[config.mk]
export PLATFORM = sky130hd
export DESIGN_NAME = spi_mm_master
export DESIGN_NICKNAME = d
export VERILOG_FILES = /design/src/rtl/spi_mm_pkg.sv /design/src/rtl/spi_mm_regs.sv /design/src/rtl/spi_mm_clkdiv.sv /design/src/rtl/spi_mm_shifter.sv /design/src/rtl/spi_mm_master.sv
export SDC_FILE = /design/constraint.sdc
export NUM_CORES = 1
export LEC_CHECK = 0
export BUFFER_PORTS_ARGS = -buffer_cell sky130_fd_sc_hd__buf_2
export CAP_MARGIN = 20
export CORE_ASPECT_RATIO = 1.1
export CORE_MARGIN = 2
export CORE_UTILIZATION = 30
export CTS_CLUSTER_SIZE = 10
export DETAILED_ROUTE_END_ITERATION = 8
export PLACE_DENSITY_LB_ADDON = 0.08
export SYNTH_ARGS = -nofsm -noshare
export SYNTH_HDL_FRONTEND = slang
export SYNTH_HIERARCHICAL = 1
export SYNTH_SLANG_ARGS = --single-unit
[constraint.sdc]
create_clock -name clk_i -period 3.5 [get_ports clk_i]
set_input_delay 0.175 -clock clk_i [delete_from_list [all_inputs] [get_ports clk_i]]
set_output_delay 0.175 -clock clk_i [all_outputs]
set_load 0.02 [all_outputs]
[src/rtl/spi_mm_pkg.sv]
package spi_mm_pkg;

  localparam int unsigned PRESC_W = 3;

  localparam int unsigned OFS_STAT = 'h00;
  localparam int unsigned OFS_CFG  = 'h10;
  localparam int unsigned OFS_CTL  = 'h14;
  localparam int unsigned OFS_DATA = 'h20;

  localparam int unsigned CFG_MSB = 8;
  localparam int unsigned CFG_POL = 6;
  localparam int unsigned CFG_RXF = 5;
  localparam int unsigned CFG_TXF = 4;

  localparam int unsigned CTL_EN  = 0;
  localparam int unsigned CTL_RD  = 1;
  localparam int unsigned CTL_WR  = 2;
  localparam int unsigned CTL_HIZ = 3;

  localparam logic [PRESC_W-1:0] PRESC_OFF = '1;

  typedef struct packed {
    logic               msb_first;
    logic               pol;
    logic               rx_fall;
    logic               tx_fall;
    logic [PRESC_W-1:0] presc;
  } cfg_t;

  localparam cfg_t CFG_RST = '{msb_first: 1'b1, pol: 1'b1, rx_fall: 1'b0,
                               tx_fall: 1'b1, presc: PRESC_W'(3)};

endpackage

[src/rtl/spi_mm_regs.sv]
module spi_mm_regs
  import spi_mm_pkg::*;
#(
  parameter int unsigned ADDR_W = 8,
  parameter int unsigned BUS_W  = 32,
  parameter int unsigned WORD_W = 8
) (
  input  logic              clk_i,
  input  logic              rst_ni,
  input  logic              req_i,
  input  logic              we_i,
  input  logic [ADDR_W-1:0] addr_i,
  input  logic [BUS_W-1:0]  wdata_i,
  output logic [BUS_W-1:0]  rdata_o,
  input  logic              busy_i,
  input  logic              rx_valid_i,
  input  logic [WORD_W-1:0] rx_data_i,
  output cfg_t              cfg_o,
  output logic              cs_no,
  output logic              hiz_o,
  output logic              start_wr_o,
  output logic              start_rd_o,
  output logic [WORD_W-1:0] tx_data_o
);

  logic sel_stat, sel_cfg, sel_ctl, sel_data;
  logic wr_cfg, wr_ctl, wr_data;
  cfg_t cfg_q;
  logic en_q, hiz_q;
  logic [WORD_W-1:0] data_q;

  assign sel_stat = addr_i == ADDR_W'(OFS_STAT);
  assign sel_cfg  = addr_i == ADDR_W'(OFS_CFG);
  assign sel_ctl  = addr_i == ADDR_W'(OFS_CTL);
  assign sel_data = addr_i == ADDR_W'(OFS_DATA);

  assign wr_cfg  = req_i & we_i & sel_cfg;
  assign wr_ctl  = req_i & we_i & sel_ctl;
  assign wr_data = req_i & we_i & sel_data;

  // write start has priority over read start
  assign start_wr_o = wr_ctl & wdata_i[CTL_WR] & ~busy_i;
  assign start_rd_o = wr_ctl & wdata_i[CTL_RD] & ~wdata_i[CTL_WR] & ~busy_i;

  always_ff @(posedge clk_i or negedge rst_ni) begin
    if (!rst_ni) begin
      cfg_q <= CFG_RST;
      en_q  <= 1'b1;
      hiz_q <= 1'b1;
    end else begin
      if (wr_cfg) begin
        cfg_q.msb_first <= wdata_i[CFG_MSB];
        cfg_q.pol       <= wdata_i[CFG_POL];
        cfg_q.rx_fall   <= wdata_i[CFG_RXF];
        cfg_q.tx_fall   <= wdata_i[CFG_TXF];
        cfg_q.presc     <= wdata_i[PRESC_W-1:0];
      end
      if (wr_ctl) begin
        en_q  <= wdata_i[CTL_EN];
        hiz_q <= wdata_i[CTL_HIZ];
      end
    end
  end

  always_ff @(posedge clk_i or negedge rst_ni) begin
    if (!rst_ni)         data_q <= '0;
    else if (rx_valid_i) data_q <= rx_data_i;
    else if (wr_data)    data_q <= wdata_i[WORD_W-1:0];
  end

  always_comb begin
    rdata_o = '0;
    if (sel_stat) begin
      rdata_o[0] = busy_i;
    end else if (sel_cfg) begin
      rdata_o[CFG_MSB]       = cfg_q.msb_first;
      rdata_o[CFG_POL]       = cfg_q.pol;
      rdata_o[CFG_RXF]       = cfg_q.rx_fall;
      rdata_o[CFG_TXF]       = cfg_q.tx_fall;
      rdata_o[PRESC_W-1:0]   = cfg_q.presc;
    end else if (sel_ctl) begin
      rdata_o[CTL_EN]  = en_q;
      rdata_o[CTL_HIZ] = hiz_q;
    end else if (sel_data) begin
      rdata_o[WORD_W-1:0] = data_q;
    end
  end

  logic unused_wdata;
  assign unused_wdata = ^{wdata_i[BUS_W-1:CFG_MSB+1], wdata_i[CFG_MSB-1]};

  assign cfg_o     = cfg_q;
  assign cs_no     = en_q;
  assign hiz_o     = hiz_q;
  assign tx_data_o = data_q;

endmodule

[src/rtl/spi_mm_clkdiv.sv]
module spi_mm_clkdiv
  import spi_mm_pkg::*;
(
  input  logic               clk_i,
  input  logic               rst_ni,
  input  logic               run_i,
  input  logic [PRESC_W-1:0] presc_i,
  output logic               tick_o
);

  // half period is 2^presc cycles; largest running code is PRESC_OFF-1
  localparam int unsigned CNT_W = (1 << PRESC_W) - 2;

  logic [CNT_W-1:0] cnt_q, lim;
  logic             stopped;

  assign lim     = (CNT_W'(1) << presc_i) - CNT_W'(1);
  assign stopped = presc_i == PRESC_OFF;
  assign tick_o  = run_i & ~stopped & (cnt_q >= lim);

  always_ff @(posedge clk_i or negedge rst_ni) begin
    if (!rst_ni)             cnt_q <= '0;
    else if (!run_i)         cnt_q <= '0;
    else if (stopped)        cnt_q <= cnt_q;
    else if (tick_o)         cnt_q <= '0;
    else                     cnt_q <= cnt_q + CNT_W'(1);
  end

endmodule

[src/rtl/spi_mm_shifter.sv]
module spi_mm_shifter #(
  parameter int unsigned WORD_W = 8
) (
  input  logic              clk_i,
  input  logic              rst_ni,
  input  logic              start_wr_i,
  input  logic              start_rd_i,
  input  logic              tick_i,
  input  logic              msb_first_i,
  input  logic              pol_i,
  input  logic              rx_fall_i,
  input  logic              tx_fall_i,
  input  logic [WORD_W-1:0] tx_data_i,
  input  logic              miso_i,
  output logic              busy_o,
  output logic              wr_mode_o,
  output logic              sclk_o,
  output logic              mosi_o,
  output logic              rx_valid_o,
  output logic [WORD_W-1:0] rx_data_o
);

  localparam int unsigned EDGES = 2 * WORD_W;
  localparam int unsigned EC_W  = $clog2(EDGES);

  logic              busy_q, wr_q, ph_q, sampled_q;
  logic [EC_W-1:0]   ec_q;
  logic [WORD_W-1:0] tx_sr_q, rx_sr_q, rx_nxt, tx_nxt;
  logic              tick, fall_nxt, samp, launch, shift, last;

  assign tick     = tick_i & busy_q;
  // next clock level is pol ^ ~ph; falling edge when it becomes 0
  assign fall_nxt = ~(pol_i ^ ~ph_q);
  assign samp     = tick & (fall_nxt == rx_fall_i);
  assign launch   = tick & (fall_nxt == tx_fall_i);
  // a launch edge before the first sample keeps bit 0 on the line
  assign shift    = launch & (sampled_q | samp);
  assign last     = tick & (ec_q == EC_W'(EDGES - 1));

  assign rx_nxt = msb_first_i ? {rx_sr_q[WORD_W-2:0], miso_i}
                              : {miso_i, rx_sr_q[WORD_W-1:1]};
  assign tx_nxt = msb_first_i ? {tx_sr_q[WORD_W-2:0], 1'b0}
                              : {1'b0, tx_sr_q[WORD_W-1:1]};

  always_ff @(posedge clk_i or negedge rst_ni) begin
    if (!rst_ni) begin
      busy_q    <= 1'b0;
      wr_q      <= 1'b0;
      ph_q      <= 1'b0;
      sampled_q <= 1'b0;
      ec_q      <= '0;
      tx_sr_q   <= '0;
      rx_sr_q   <= '0;
    end else if (start_wr_i | start_rd_i) begin
      busy_q    <= 1'b1;
      wr_q      <= start_wr_i;
      ph_q      <= 1'b0;
      sampled_q <= 1'b0;
      ec_q      <= '0;
      tx_sr_q   <= tx_data_i;
      rx_sr_q   <= '0;
    end else if (tick) begin
      ph_q <= ~ph_q;
      ec_q <= ec_q + EC_W'(1);
      if (samp) begin
        rx_sr_q   <= rx_nxt;
        sampled_q <= 1'b1;
      end
      if (shift) tx_sr_q <= tx_nxt;
      if (last)  busy_q  <= 1'b0;
    end
  end

  assign busy_o     = busy_q;
  assign wr_mode_o  = wr_q;
  assign sclk_o     = pol_i ^ ph_q;
  assign mosi_o     = busy_q & wr_q & (msb_first_i ? tx_sr_q[WORD_W-1] : tx_sr_q[0]);
  assign rx_valid_o = last & ~wr_q;
  assign rx_data_o  = samp ? rx_nxt : rx_sr_q;

endmodule

[src/rtl/spi_mm_master.sv]
module spi_mm_master
  import spi_mm_pkg::*;
#(
  parameter int unsigned ADDR_W = 8,
  parameter int unsigned BUS_W  = 32,
  parameter int unsigned WORD_W = 8
) (
  input  logic              clk_i,
  input  logic              rst_ni,
  input  logic              req_i,
  input  logic              we_i,
  input  logic [ADDR_W-1:0] addr_i,
  input  logic [BUS_W-1:0]  wdata_i,
  output logic [BUS_W-1:0]  rdata_o,
  output logic              sclk_o,
  output logic              cs_no,
  output logic              mosi_o,
  output logic              mosi_oe_o,
  input  logic              miso_i
);

  cfg_t              cfg;
  logic              busy, wr_mode, hiz, start_wr, start_rd, tick, rx_valid;
  logic [WORD_W-1:0] tx_data, rx_data;

  spi_mm_regs #(.ADDR_W(ADDR_W), .BUS_W(BUS_W), .WORD_W(WORD_W)) u_regs (
    .clk_i      (clk_i),
    .rst_ni     (rst_ni),
    .req_i      (req_i),
    .we_i       (we_i),
    .addr_i     (addr_i),
    .wdata_i    (wdata_i),
    .rdata_o    (rdata_o),
    .busy_i     (busy),
    .rx_valid_i (rx_valid),
    .rx_data_i  (rx_data),
    .cfg_o      (cfg),
    .cs_no      (cs_no),
    .hiz_o      (hiz),
    .start_wr_o (start_wr),
    .start_rd_o (start_rd),
    .tx_data_o  (tx_data)
  );

  spi_mm_clkdiv u_clkdiv (
    .clk_i   (clk_i),
    .rst_ni  (rst_ni),
    .run_i   (busy),
    .presc_i (cfg.presc),
    .tick_o  (tick)
  );

  spi_mm_shifter #(.WORD_W(WORD_W)) u_shift (
    .clk_i       (clk_i),
    .rst_ni      (rst_ni),
    .start_wr_i  (start_wr),
    .start_rd_i  (start_rd),
    .tick_i      (tick),
    .msb_first_i (cfg.msb_first),
    .pol_i       (cfg.pol),
    .rx_fall_i   (cfg.rx_fall),
    .tx_fall_i   (cfg.tx_fall),
    .tx_data_i   (tx_data),
    .miso_i      (miso_i),
    .busy_o      (busy),
    .wr_mode_o   (wr_mode),
    .sclk_o      (sclk_o),
    .mosi_o      (mosi_o),
    .rx_valid_o  (rx_valid),
    .rx_data_o   (rx_data)
  );

  assign mosi_oe_o = ~hiz;

endmodule

==> results of run 1 <==
-- layout make-up --
type	count	area (sq um)	area share, %
Clock buffer	6	129	3.46
Clock inverter	2	60.1	1.61
Inverter	15	60.1	1.61
Multi-Input combinational cell	269	1830	49.2
Sequential cell	47	1180	31.8
Tap cell	143	179	4.80
Timing Repair Buffer	46	279	7.49
-- path summary, 6_finish.rpt --
kind | cells after the start | to
setup / recovery | 16 | u_regs/tx_data_o[5]$_DFFE_PN0P_
hold / removal | 2 | u_regs/cfg_o[6]$_DFFE_PN1P_
setup reg to reg | 16 | u_regs/tx_data_o[5]$_DFFE_PN0P_
hold reg to reg | 1 | u_clkdiv/cnt_q[5]$_DFFE_PN0P_
max in group asynchronous | 3 | u_regs/cfg_o[3]$_DFFE_PN1P_
min in group asynchronous | 2 | u_clkdiv/cnt_q[1]$_DFFE_PN0P_
-- power groups by stage --
stage / clock network (mW) / registers (mW) / logic [mW]
6_report: 0.627 / 0.663 / 0.241
5_1_grt: 0.671 / 0.673 / 0.275
4_1_cts: 0.655 / 0.662 / 0.241
3_5_place_dp: 0 / 0.671 / 0.240
3_3_place_gp: 0 / 0.671 / 0.236
2_1_floorplan: 0 / 0.649 / 0.200
-- logic make-up after synthesis --
family,count (synthesis)
AO/OA/AOI/OAI,81
XOR/XNOR,7
adder cells (fa/ha/maj),9
buffers and inverters,54
flip-flops,47
multiplexers,25
other,1
AND/OR/NAND/NOR,124
-- critical path: cells and delay by family (launching register included) --
kind | cells | cell delay [ps]
AND/OR/NAND/NOR | 8 | 1570
adder cells (fa/ha/maj) | 2 | 490
AO/OA/AOI/OAI | 4 | 470
flip-flops | 1 | 370
buffers and inverters | 2 | 290
-- registers in the layout, indices dropped and copies added, names as in the netlist --
name,count
u_regs/cfg_o,7
u_shift/sampled_q,1
u_clkdiv/cnt_q,6
u_regs/cs_no,1
u_shift/ec_q,4
u_shift/tx_sr_q,8
u_shift/busy_o,1
u_shift/ph_q,1
u_regs/hiz_o,1
u_shift/rx_sr_q,8
u_shift/wr_mode_o,1
u_regs/tx_data_o,8
-- synth_stat cells (3+ instances only) --
library cell   n
mux2_2        18
a31oi_1        4
o31a_1         8
o21ai_0        9
xnor2_1        3
o22a_1         8
mux2i_1        7
dfstp_2        7
buf_2          5
a21oi_1       16
o41ai_1        8
clkbuf_1       6
inv_1         15
nand3_1       20
nor2_1        25
nand2b_1       5
a22oi_1       13
nand2_1       30
nand4_1       13
a21o_1         3
buf_6          3
ha_1           9
nor3_1         6
dfrtp_1       40
buf_4         23
-- per-stage QoR --
| step | setup WS, ps | area (sq um) | instances |
|---|---|---|---|
| finish | 202 | 3720 | 528 |
| global route | 51.3 | 3720 | 528 |
| CTS | 79.8 | 3680 | 526 |
| detailed placement | 90.9 | 3480 | 517 |
| global placement | 132 | 3480 | 517 |
| floorplan | 186 | 3330 | 370 |
-- timing repair --
action,4_1_cts,5_1_grt
buffers inserted,0,2
hold buffers,1,0
hold endpoints to repair,21,0
resized for setup,0,7
setup endpoints to repair,0,16
-- routing by layer --
metal / part of all wire (%) / up-vias / track usage [%]
li1: - / 1307 / -
met1: 48 / 1307 / 21.5
met2: 47 / 59 / 25.1
met3: 4.0 / 9 / 2.04
met4: 1.5 / 0 / 4.04
met5: 0 / - / 0
==> impl_results.html, run 1 <==
<table>
<tr><th>Metric</th><th>Value</th></tr>
<tr><th colspan="2">Run status</th></tr>
<tr><td>Status</td><td>completed</td></tr>
<tr><th colspan="2">STA</th></tr>
<tr><td>Hold Worst Slack</td><td>approximately 120 ps</td></tr>
<tr><td>Max-Slew Margin vs Limit</td><td>~38%</td></tr>
<tr><td>Clock period minus final worst setup slack</td><td>roughly 3300 ps</td></tr>
<tr><td>Final Hold Viols</td><td>0</td></tr>
<tr><td>Maximum operating frequency</td><td>303 MHz</td></tr>
<tr><td>Clock Skew</td><td>6.16 ps</td></tr>
<tr><td># setup viols final</td><td>0</td></tr>
<tr><td>Number of max-slew violations in the final report</td><td>0</td></tr>
<tr><td>Setup repair after global routing missed its margin</td><td>no</td></tr>
<tr><td>Slew @ Worst Pin</td><td>935 ps</td></tr>
<tr><td>Setup TNS</td><td>0 ps</td></tr>
<tr><td>Final cycle utilization of the critical path</td><td>a little over nine tenths</td></tr>
<tr><th colspan="2">Global routing</th></tr>
<tr><td>Total grt overflow</td><td>0</td></tr>
<tr><td>Wire length of the first global-routing pass</td><td>approximately 14 mm</td></tr>
<tr><td>Largest net degree at the start of global routing</td><td>25</td></tr>
<tr><td>Antenna violations before repair</td><td>0</td></tr>
<tr><td>Vias in the first global route</td><td>about 2600</td></tr>
<tr><td>GRT Resource Usage Total</td><td>15.4%</td></tr>
<tr><th colspan="2">Synthesis</th></tr>
<tr><td>Cell type with the highest aggregate area in the netlist</td><td>dfrtp_1</td></tr>
<tr><td>Cells after Synth</td><td>between 300 and 400</td></tr>
<tr><td>Number of unique standard cell types used by synthesis</td><td>just over 60</td></tr>
<tr><td>Count of state elements after synthesis</td><td>47</td></tr>
<tr><td>Flip-flop cell with the highest count after synthesis</td><td>dfrtp_1</td></tr>
<tr><td>Proportion of netlist area held by the largest area contributor</td><td>30.8%</td></tr>
<tr><td>Synthesis warning total</td><td>6</td></tr>
<tr><td>Syn_area_per_cell</td><td>just over 9 sq um</td></tr>
<tr><td>Complex-gate fraction of the synthesized area</td><td>a little under a fifth</td></tr>
<tr><td>Fraction of the mapped netlist area in simple logic gates</td><td>around a fifth</td></tr>
<tr><td>Post-synthesis async set-or-reset flop share</td><td>100%</td></tr>
<tr><td>Seq/Total Area, Yosys</td><td>36.4%</td></tr>
<tr><td>Parity-gate share of the synthesized area counting xor and xnor cells</td><td>2.58%</td></tr>
<tr><td>Number of enable flip-flop cells after synthesis</td><td>0</td></tr>
<tr><td>Main combinational cell family by area after synthesis</td><td>simple AND/OR/NAND/NOR gates</td></tr>
<tr><td>Area share of fa/ha/maj cells after synthesis</td><td>~3.5%</td></tr>
<tr><td>Share of synthesized area spent on multiplexers</td><td>between 8 and 9%</td></tr>
<tr><td>Netlist area before placement</td><td>~3300 sq um</td></tr>
<tr><td>Top post-synthesis cells by area</td><td>dfrtp_1 (31%), mux2_2 (6.2%), dfstp_2 (5.7%), buf_4 (5.3%), ha_1 (3.5%)</td></tr>
<tr><th colspan="2">Worst hold path</th></tr>
<tr><td>Hold_sp</td><td>wdata_i[8]</td></tr>
<tr><td>Type of the most critical hold path</td><td>input pin to register</td></tr>
<tr><th colspan="2">Cells and area</th></tr>
<tr><td>Proportion of layout cells with a drive suffix above 1</td><td>about a quarter</td></tr>
<tr><td>Leading cell types in the layout, fill and taps excluded</td><td>dfrtp_1 (40), buf_2 (34), nand2_1 (30)</td></tr>
<tr><td>Net count, final</td><td>between 400 and 500</td></tr>
<tr><td>Post-layout utilization of the core</td><td>a little over a third</td></tr>
<tr><td>Count of inserted antenna diode cells</td><td>0</td></tr>
<tr><td>Final-layout fill cell count</td><td>about 1100</td></tr>
<tr><td>Most frequent standard cell in the layout excluding fill and tap cells</td><td>dfrtp_1</td></tr>
<tr><td>Area growth, synth to finish</td><td>14.5%</td></tr>
<tr><th colspan="2">Die</th></tr>
<tr><td>Initial Util</td><td>31.0%</td></tr>
<tr><td>Die Outline Area</td><td>~12000 sq um</td></tr>
<tr><td>Core footprint</td><td>around 10000 sq um</td></tr>
<tr><td>Die Y</td><td>around 110 um</td></tr>
<tr><td>Num rows</td><td>39</td></tr>
<tr><td>Horizontal die dimension</td><td>about 100 um</td></tr>
<tr><td>Top-level I/O count</td><td>between 80 and 90</td></tr>
<tr><th colspan="2">Place</th></tr>
<tr><td>Port Buffer Count</td><td>34</td></tr>
<tr><td>GPL Wtd Cong</td><td>approximately 0.77</td></tr>
<tr><td>Post-detailed-placement half-perimeter wirelength</td><td>6.05 mm</td></tr>
<tr><th colspan="2">Pwr</th></tr>
<tr><td>Pint</td><td>1.11 mW</td></tr>
<tr><td>Net switching power</td><td>0.417 mW</td></tr>
<tr><td>Switching fraction of total power</td><td>27.3%</td></tr>
<tr><td>Maximum vdd ir drop</td><td>~0.00018 V</td></tr>
<tr><td>Areal power density over the cells</td><td>411 nW/um^2</td></tr>
<tr><td>Clock power share</td><td>around 40%</td></tr>
<tr><td>Lkg Pwr</td><td>1.57 nW</td></tr>
<tr><td>Sequential share of power</td><td>43.3%</td></tr>
<tr><td>Portion of total power attributed to combinational logic</td><td>~16%</td></tr>
<tr><td>Power Total</td><td>1.53 mW</td></tr>
<tr><th colspan="2">Worst setup path</th></tr>
<tr><td>Top fanout value on the critical path</td><td>16</td></tr>
<tr><td>Data arrival time at the worst-slack endpoint</td><td>approximately 3500 ps</td></tr>
<tr><td>Chain of cells forming the critical path</td><td>or3_2, ha_2, nor3_1, a21o_1, a21oi_1, ha_1, nand2_1, nor2_4, a21oi_1, nor2_1, and2_1, nand4_1, nor2_2, clkinvlp_4, buf_12, o22a_1</td></tr>
<tr><td>Delay contributed by the slowest stage of the critical path</td><td>500 ps</td></tr>
<tr><td>Flop-to-flop setup slack</td><td>between 200 and 250 ps</td></tr>
<tr><td>CP endpoint kind</td><td>register</td></tr>
<tr><td>Critical-path cell with the highest stage delay</td><td>or3_2</td></tr>
<tr><td>CP Launch Point</td><td>u_regs/cfg_o[1]$_DFFE_PN1P_</td></tr>
<tr><td>Required arrival time at the worst endpoint</td><td>3670 ps</td></tr>
<tr><td>Crit Reg-Reg Startpoint</td><td>u_regs/cfg_o[1]$_DFFE_PN1P_</td></tr>
<tr><td>Classification of the worst setup path</td><td>register to register</td></tr>
<tr><td>Cell occurring most often along the worst timing path</td><td>a21oi_1</td></tr>
<tr><td>Sort of element at the start of the critical path</td><td>register</td></tr>
<tr><th colspan="2">Route</th></tr>
<tr><td>DRT Wirelength</td><td>roughly 8.6 mm</td></tr>
<tr><td>Number of violations reported at the end of detailed-routing iteration 0</td><td>131</td></tr>
<tr><td>Vias/cell</td><td>5.08</td></tr>
<tr><td>Final antenna-violating net count</td><td>0</td></tr>
<tr><td>Total number of vias</td><td>between 2000 and 3000</td></tr>
<tr><td>Drt pass-1 iters</td><td>5</td></tr>
<tr><td>Wirelength per Cell</td><td>~16 um</td></tr>
<tr><td>Drc violations</td><td>0</td></tr>
<tr><th colspan="2">Clock tree</th></tr>
<tr><td>Clock tree from TritonCTS</td><td>yes</td></tr>
<tr><td>Level count of the clock H-tree</td><td>2</td></tr>
<tr><td>Clock Sink Count</td><td>47</td></tr>
<tr><td>Maximum clock insertion buffer count</td><td>2</td></tr>
<tr><td>Clock transition at the registers of the reported paths</td><td>roughly 70 ps</td></tr>
<tr><td>CTS Root Cell</td><td>clkbuf_16</td></tr>
<tr><td>Clk_lat worst skew</td><td>~290 ps</td></tr>
<tr><td>Number of buffers created by CTS</td><td>5</td></tr>
<tr><th colspan="2">Flow run</th></tr>
<tr><td>Max-cap violations</td><td>0</td></tr>
</table>
No activity file was read; power rests on OpenSTA's default activity.
==> inputs of run 2 (changes only) <==
--- a/config.mk
+++ b/config.mk
@@ -5,6 +5,7 @@
 export SDC_FILE = /design/constraint.sdc
 export NUM_CORES = 1
 export LEC_CHECK = 0
+export ABC_AREA = 1
 export BUFFER_PORTS_ARGS = -buffer_cell sky130_fd_sc_hd__buf_2
 export CAP_MARGIN = 20
 export CORE_ASPECT_RATIO = 1.1
==> constraint.sdc (replaced) <==
create_clock -name clk_i -period 4.05 [get_ports clk_i]
set_input_delay 0.2025 -clock clk_i [delete_from_list [all_inputs] [get_ports clk_i]]
set_output_delay 0.2025 -clock clk_i [all_outputs]
set_load 0.02 [all_outputs]
==> impl_results.html, run 2 <==
<table>
<tr><th>Metric</th><th>Value</th></tr>
<tr><th colspan="2">Route</th></tr>
<tr><td>Vias/cell</td><td>4.45 (-12%)</td></tr>
<tr><td>Drc violations</td><td>0 (unchanged)</td></tr>
<tr><td>DRT Wirelength</td><td>8.24 mm (-4.7%)</td></tr>
<tr><td>Number of violations reported at the end of detailed-routing iteration 0</td><td>102 (-22%)</td></tr>
<tr><td>Total number of vias</td><td>2817 (+5.0%)</td></tr>
<tr><td>Drt pass-1 iters</td><td>4 (-1)</td></tr>
<tr><td>Final antenna-violating net count</td><td>0 (unchanged)</td></tr>
<tr><td>Wirelength per Cell</td><td>13.0 um (-21%)</td></tr>
<tr><th colspan="2">STA</th></tr>
<tr><td>Final cycle utilization of the critical path</td><td>83.4% (-11 points)</td></tr>
<tr><td>Final Hold Viols</td><td>0 (unchanged)</td></tr>
<tr><td>Setup repair after global routing missed its margin</td><td>no</td></tr>
<tr><td>Setup TNS</td><td>0 ps (unchanged)</td></tr>
<tr><td>Maximum operating frequency</td><td>296 MHz (-2.3%)</td></tr>
<tr><td>Clock Skew</td><td>8.75 ps (+2.59 ps)</td></tr>
<tr><td>Number of max-slew violations in the final report</td><td>0 (unchanged)</td></tr>
<tr><td>Max-Slew Margin vs Limit</td><td>57.1% (+19 points)</td></tr>
<tr><td>Slew @ Worst Pin</td><td>643 ps (-292 ps)</td></tr>
<tr><td>Clock period minus final worst setup slack</td><td>3380 ps (+78.2 ps)</td></tr>
<tr><td># setup viols final</td><td>0 (unchanged)</td></tr>
<tr><th colspan="2">Clock tree</th></tr>
<tr><td>Clock transition at the registers of the reported paths</td><td>70 ps (about the same)</td></tr>
<tr><td>CTS Root Cell</td><td>clkbuf_16</td></tr>
<tr><td>Clock Sink Count</td><td>47 (unchanged)</td></tr>
<tr><td>Post-cts gate resize count</td><td>0 (unchanged)</td></tr>
<tr><td>Maximum clock insertion buffer count</td><td>2 (unchanged)</td></tr>
<tr><td>Number of buffers created by CTS</td><td>5 (unchanged)</td></tr>
<tr><td>Clock tree from TritonCTS</td><td>yes</td></tr>
<tr><td>Clk_lat worst skew</td><td>290 ps (about the same)</td></tr>
<tr><td>Level count of the clock H-tree</td><td>2 (unchanged)</td></tr>
<tr><td>Setup Buffers After CTS</td><td>0 (unchanged)</td></tr>
<tr><td>Hold bufs inserted after CTS</td><td>0 (-1)</td></tr>
<tr><th colspan="2">Synthesis</th></tr>
<tr><td>Flip-flop cell with the highest count after synthesis</td><td>dfrtp_1</td></tr>
<tr><td>Synthesis warning total</td><td>6 (unchanged)</td></tr>
<tr><td>Top post-synthesis cells by area</td><td>dfrtp_1 (30%), nand2_1 (14%), inv_1 (6.1%), o21ai_0 (5.5%), dfstp_2 (5.5%)</td></tr>
<tr><td>Number of unique standard cell types used by synthesis</td><td>37 (-39%)</td></tr>
<tr><td>Syn_area_per_cell</td><td>7.39 sq um (-21%)</td></tr>
<tr><td>Number of enable flip-flop cells after synthesis</td><td>0 (unchanged)</td></tr>
<tr><td>Netlist area before placement</td><td>3350 sq um (+3.0%)</td></tr>
<tr><td>Cell type with the highest aggregate area in the netlist</td><td>dfrtp_1</td></tr>
<tr><td>Post-synthesis async set-or-reset flop share</td><td>100% (unchanged)</td></tr>
<tr><td>Cell with the most instances after synthesis</td><td>nand2_1</td></tr>
<tr><td>Seq/Total Area, Yosys</td><td>35.4% (-1.0 points)</td></tr>
<tr><td>Count of state elements after synthesis</td><td>47 (unchanged)</td></tr>
<tr><td>Proportion of netlist area held by the largest area contributor</td><td>29.9% (-0.89 points)</td></tr>
<tr><td>Cells after Synth</td><td>453 (+30%)</td></tr>
<tr><td>Most frequent cells after synthesis</td><td>nand2_1 (127), inv_1 (54), dfrtp_1 (40), o21ai_0 (37), nand3_1 (35)</td></tr>
<tr><th colspan="2">Die</th></tr>
<tr><td>Die Y</td><td>115 um (+1.4%)</td></tr>
<tr><td>Horizontal die dimension</td><td>105 um (+1.4%)</td></tr>
<tr><td>Die Outline Area</td><td>12000 sq um (+2.8%)</td></tr>
<tr><td>Initial Util</td><td>30.7% (-0.31 points)</td></tr>
<tr><td>Top-level I/O count</td><td>81 (unchanged)</td></tr>
<tr><td>Core footprint</td><td>10900 sq um (+4.0%)</td></tr>
<tr><td>Num rows</td><td>40 (+2.6%)</td></tr>
<tr><th colspan="2">Place</th></tr>
<tr><td>Port Buffer Count</td><td>34 (unchanged)</td></tr>
<tr><td>GPL Wtd Cong</td><td>0.731 (-5.1%)</td></tr>
<tr><td>Post-detailed-placement half-perimeter wirelength</td><td>6.14 mm (+1.5%)</td></tr>
<tr><th colspan="2">Global routing</th></tr>
<tr><td>Largest net degree at the start of global routing</td><td>48 (+92%)</td></tr>
<tr><td>Total grt overflow</td><td>0 (unchanged)</td></tr>
<tr><td>Antenna violations before repair</td><td>0 (unchanged)</td></tr>
<tr><td>GRT Resource Usage Total</td><td>14.1% (-1.3 points)</td></tr>
<tr><td>Wire length of the first global-routing pass</td><td>13.5 mm (-3.9%)</td></tr>
<tr><td>Vias in the first global route</td><td>2629 (-0.19%)</td></tr>
<tr><th colspan="2">Worst setup path</th></tr>
<tr><td>Flop-to-flop setup slack</td><td>670 ps (+470 ps)</td></tr>
<tr><td>CP endpoint kind</td><td>register</td></tr>
<tr><td>Classification of the worst setup path</td><td>register to register</td></tr>
<tr><td>Sort of element at the start of the critical path</td><td>register</td></tr>
<tr><td>Data arrival time at the worst-slack endpoint</td><td>3560 ps (+90 ps)</td></tr>
<tr><td>Required arrival time at the worst endpoint</td><td>4240 ps (+570 ps)</td></tr>
<tr><td>Top fanout value on the critical path</td><td>14 (-2)</td></tr>
<tr><th colspan="2">Pwr</th></tr>
<tr><td>Lkg Pwr</td><td>2.00 nW (+27%)</td></tr>
<tr><td>Maximum vdd ir drop</td><td>0.000170 V (-4.1%)</td></tr>
<tr><td>Power Total</td><td>1.63 mW (+6.7%)</td></tr>
<tr><td>Areal power density over the cells</td><td>443 nW/um^2 (+7.7%)</td></tr>
<tr><th colspan="2">Worst hold path</th></tr>
<tr><td>Type of the most critical hold path</td><td>input pin to asynchronous set/reset pin</td></tr>
<tr><th colspan="2">Run status</th></tr>
<tr><td>Status</td><td>completed</td></tr>
<tr><th colspan="2">Cells and area</th></tr>
<tr><td>Proportion of layout cells with a drive suffix above 1</td><td>22.8% (-1.3 points)</td></tr>
<tr><td>Leading cell types in the layout, fill and taps excluded</td><td>nand2_1 (127), inv_1 (54), dfrtp_1 (40)</td></tr>
<tr><td>Most frequent standard cell in the layout excluding fill and tap cells</td><td>nand2_1</td></tr>
<tr><td>Net count, final</td><td>539 (+23%)</td></tr>
<tr><td>Count of inserted antenna diode cells</td><td>0 (unchanged)</td></tr>
<tr><td>Area growth, synth to finish</td><td>10.2%</td></tr>
<tr><th colspan="2">Flow run</th></tr>
<tr><td>Max-cap violations</td><td>0 (unchanged)</td></tr>
</table>
-- run 2: power breakdown --
group	total, mW	switching, mW	internal [mW]
Sequential	0.681	0.106	0.575
Combinational	0.542	0.340	0.202
Clock	0.409	0.179	0.230
-- run 2: through the flow --
step	setup slack [ps]	util, %	area [sq um]	cells	hold WS (ps)
2_1_floorplan	1100	-	3430	475	-93.1
3_5_place_dp	634	32.6	3550	625	363
5_1_grt	174	33.8	3690	633	75.1
6_report	673	33.8	3690	633	12.2
4_1_cts	622	33.8	3690	633	49.9
3_3_place_gp	683	32.6	3550	625	367
-- run 2: area by class of cell --
cell class,instances,area (sq um)
fillers,1220,7220
multi-input cells,330,1750
flip-flops and latches,47,1180
inverters,64,245
repair buffers,37,193
well taps,147,184
clock buffers,8,136
-- run 2: critical path: stages, from the launching register on --
cell,delay [ps]
dfstp_2,610
nor2_1,80
nand2_1,90
ha_1,210
o21ai_0,110
a21oi_1,120
nor2_1,60
ha_1,270
nand2_1,60
nor2_1,110
nand2_1,150
a21oi_1,220
nand2_2,140
nor3_1,210
nand2_1,140
nor2_1,150
inv_1,240
nand2_1,130
nand2_1,50
nand2_1,60
nand2_1,50
-- run 2: cells by family after synthesis --
family	share of synthesized area (%)
simple gates	34.6
buf+inv	14.9
compound gates	11.1
flops	35.4
fa+ha+maj	3.36
xor+xnor	0.523
other cells	0.112
-- run 2: path summary, 6_finish.rpt --
kind                                             startpoint                         endpoint  cells after the start
worst max-delay path            u_regs/cfg_o[0]$_DFFE_PN1P_  u_regs/tx_data_o[5]$_DFFE_PN0P_                     20
worst min-delay path                                 rst_ni  u_regs/tx_data_o[7]$_DFFE_PN0P_                      2
worst max register to register  u_regs/cfg_o[0]$_DFFE_PN1P_  u_regs/tx_data_o[5]$_DFFE_PN0P_                     20
worst min register to register     u_regs/hiz_o$_DFFE_PN1P_         u_regs/hiz_o$_DFFE_PN1P_                      2
max in group asynchronous                            rst_ni      u_shift/ec_q[3]$_DFFE_PN0P_                      2
min in group clk_i                               wdata_i[8]      u_regs/cfg_o[6]$_DFFE_PN1P_                      3
-- run 2: layer usage --
layer / vias up / global-route usage, % / share of wire (%)
li1: 1452 / - / -
met1: 1299 / 20.4 / 50
met2: 61 / 21.5 / 43
met3: 5 / 2.55 / 5.0
met4: 0 / 4.27 / 1.2
met5: - / 0 / 0
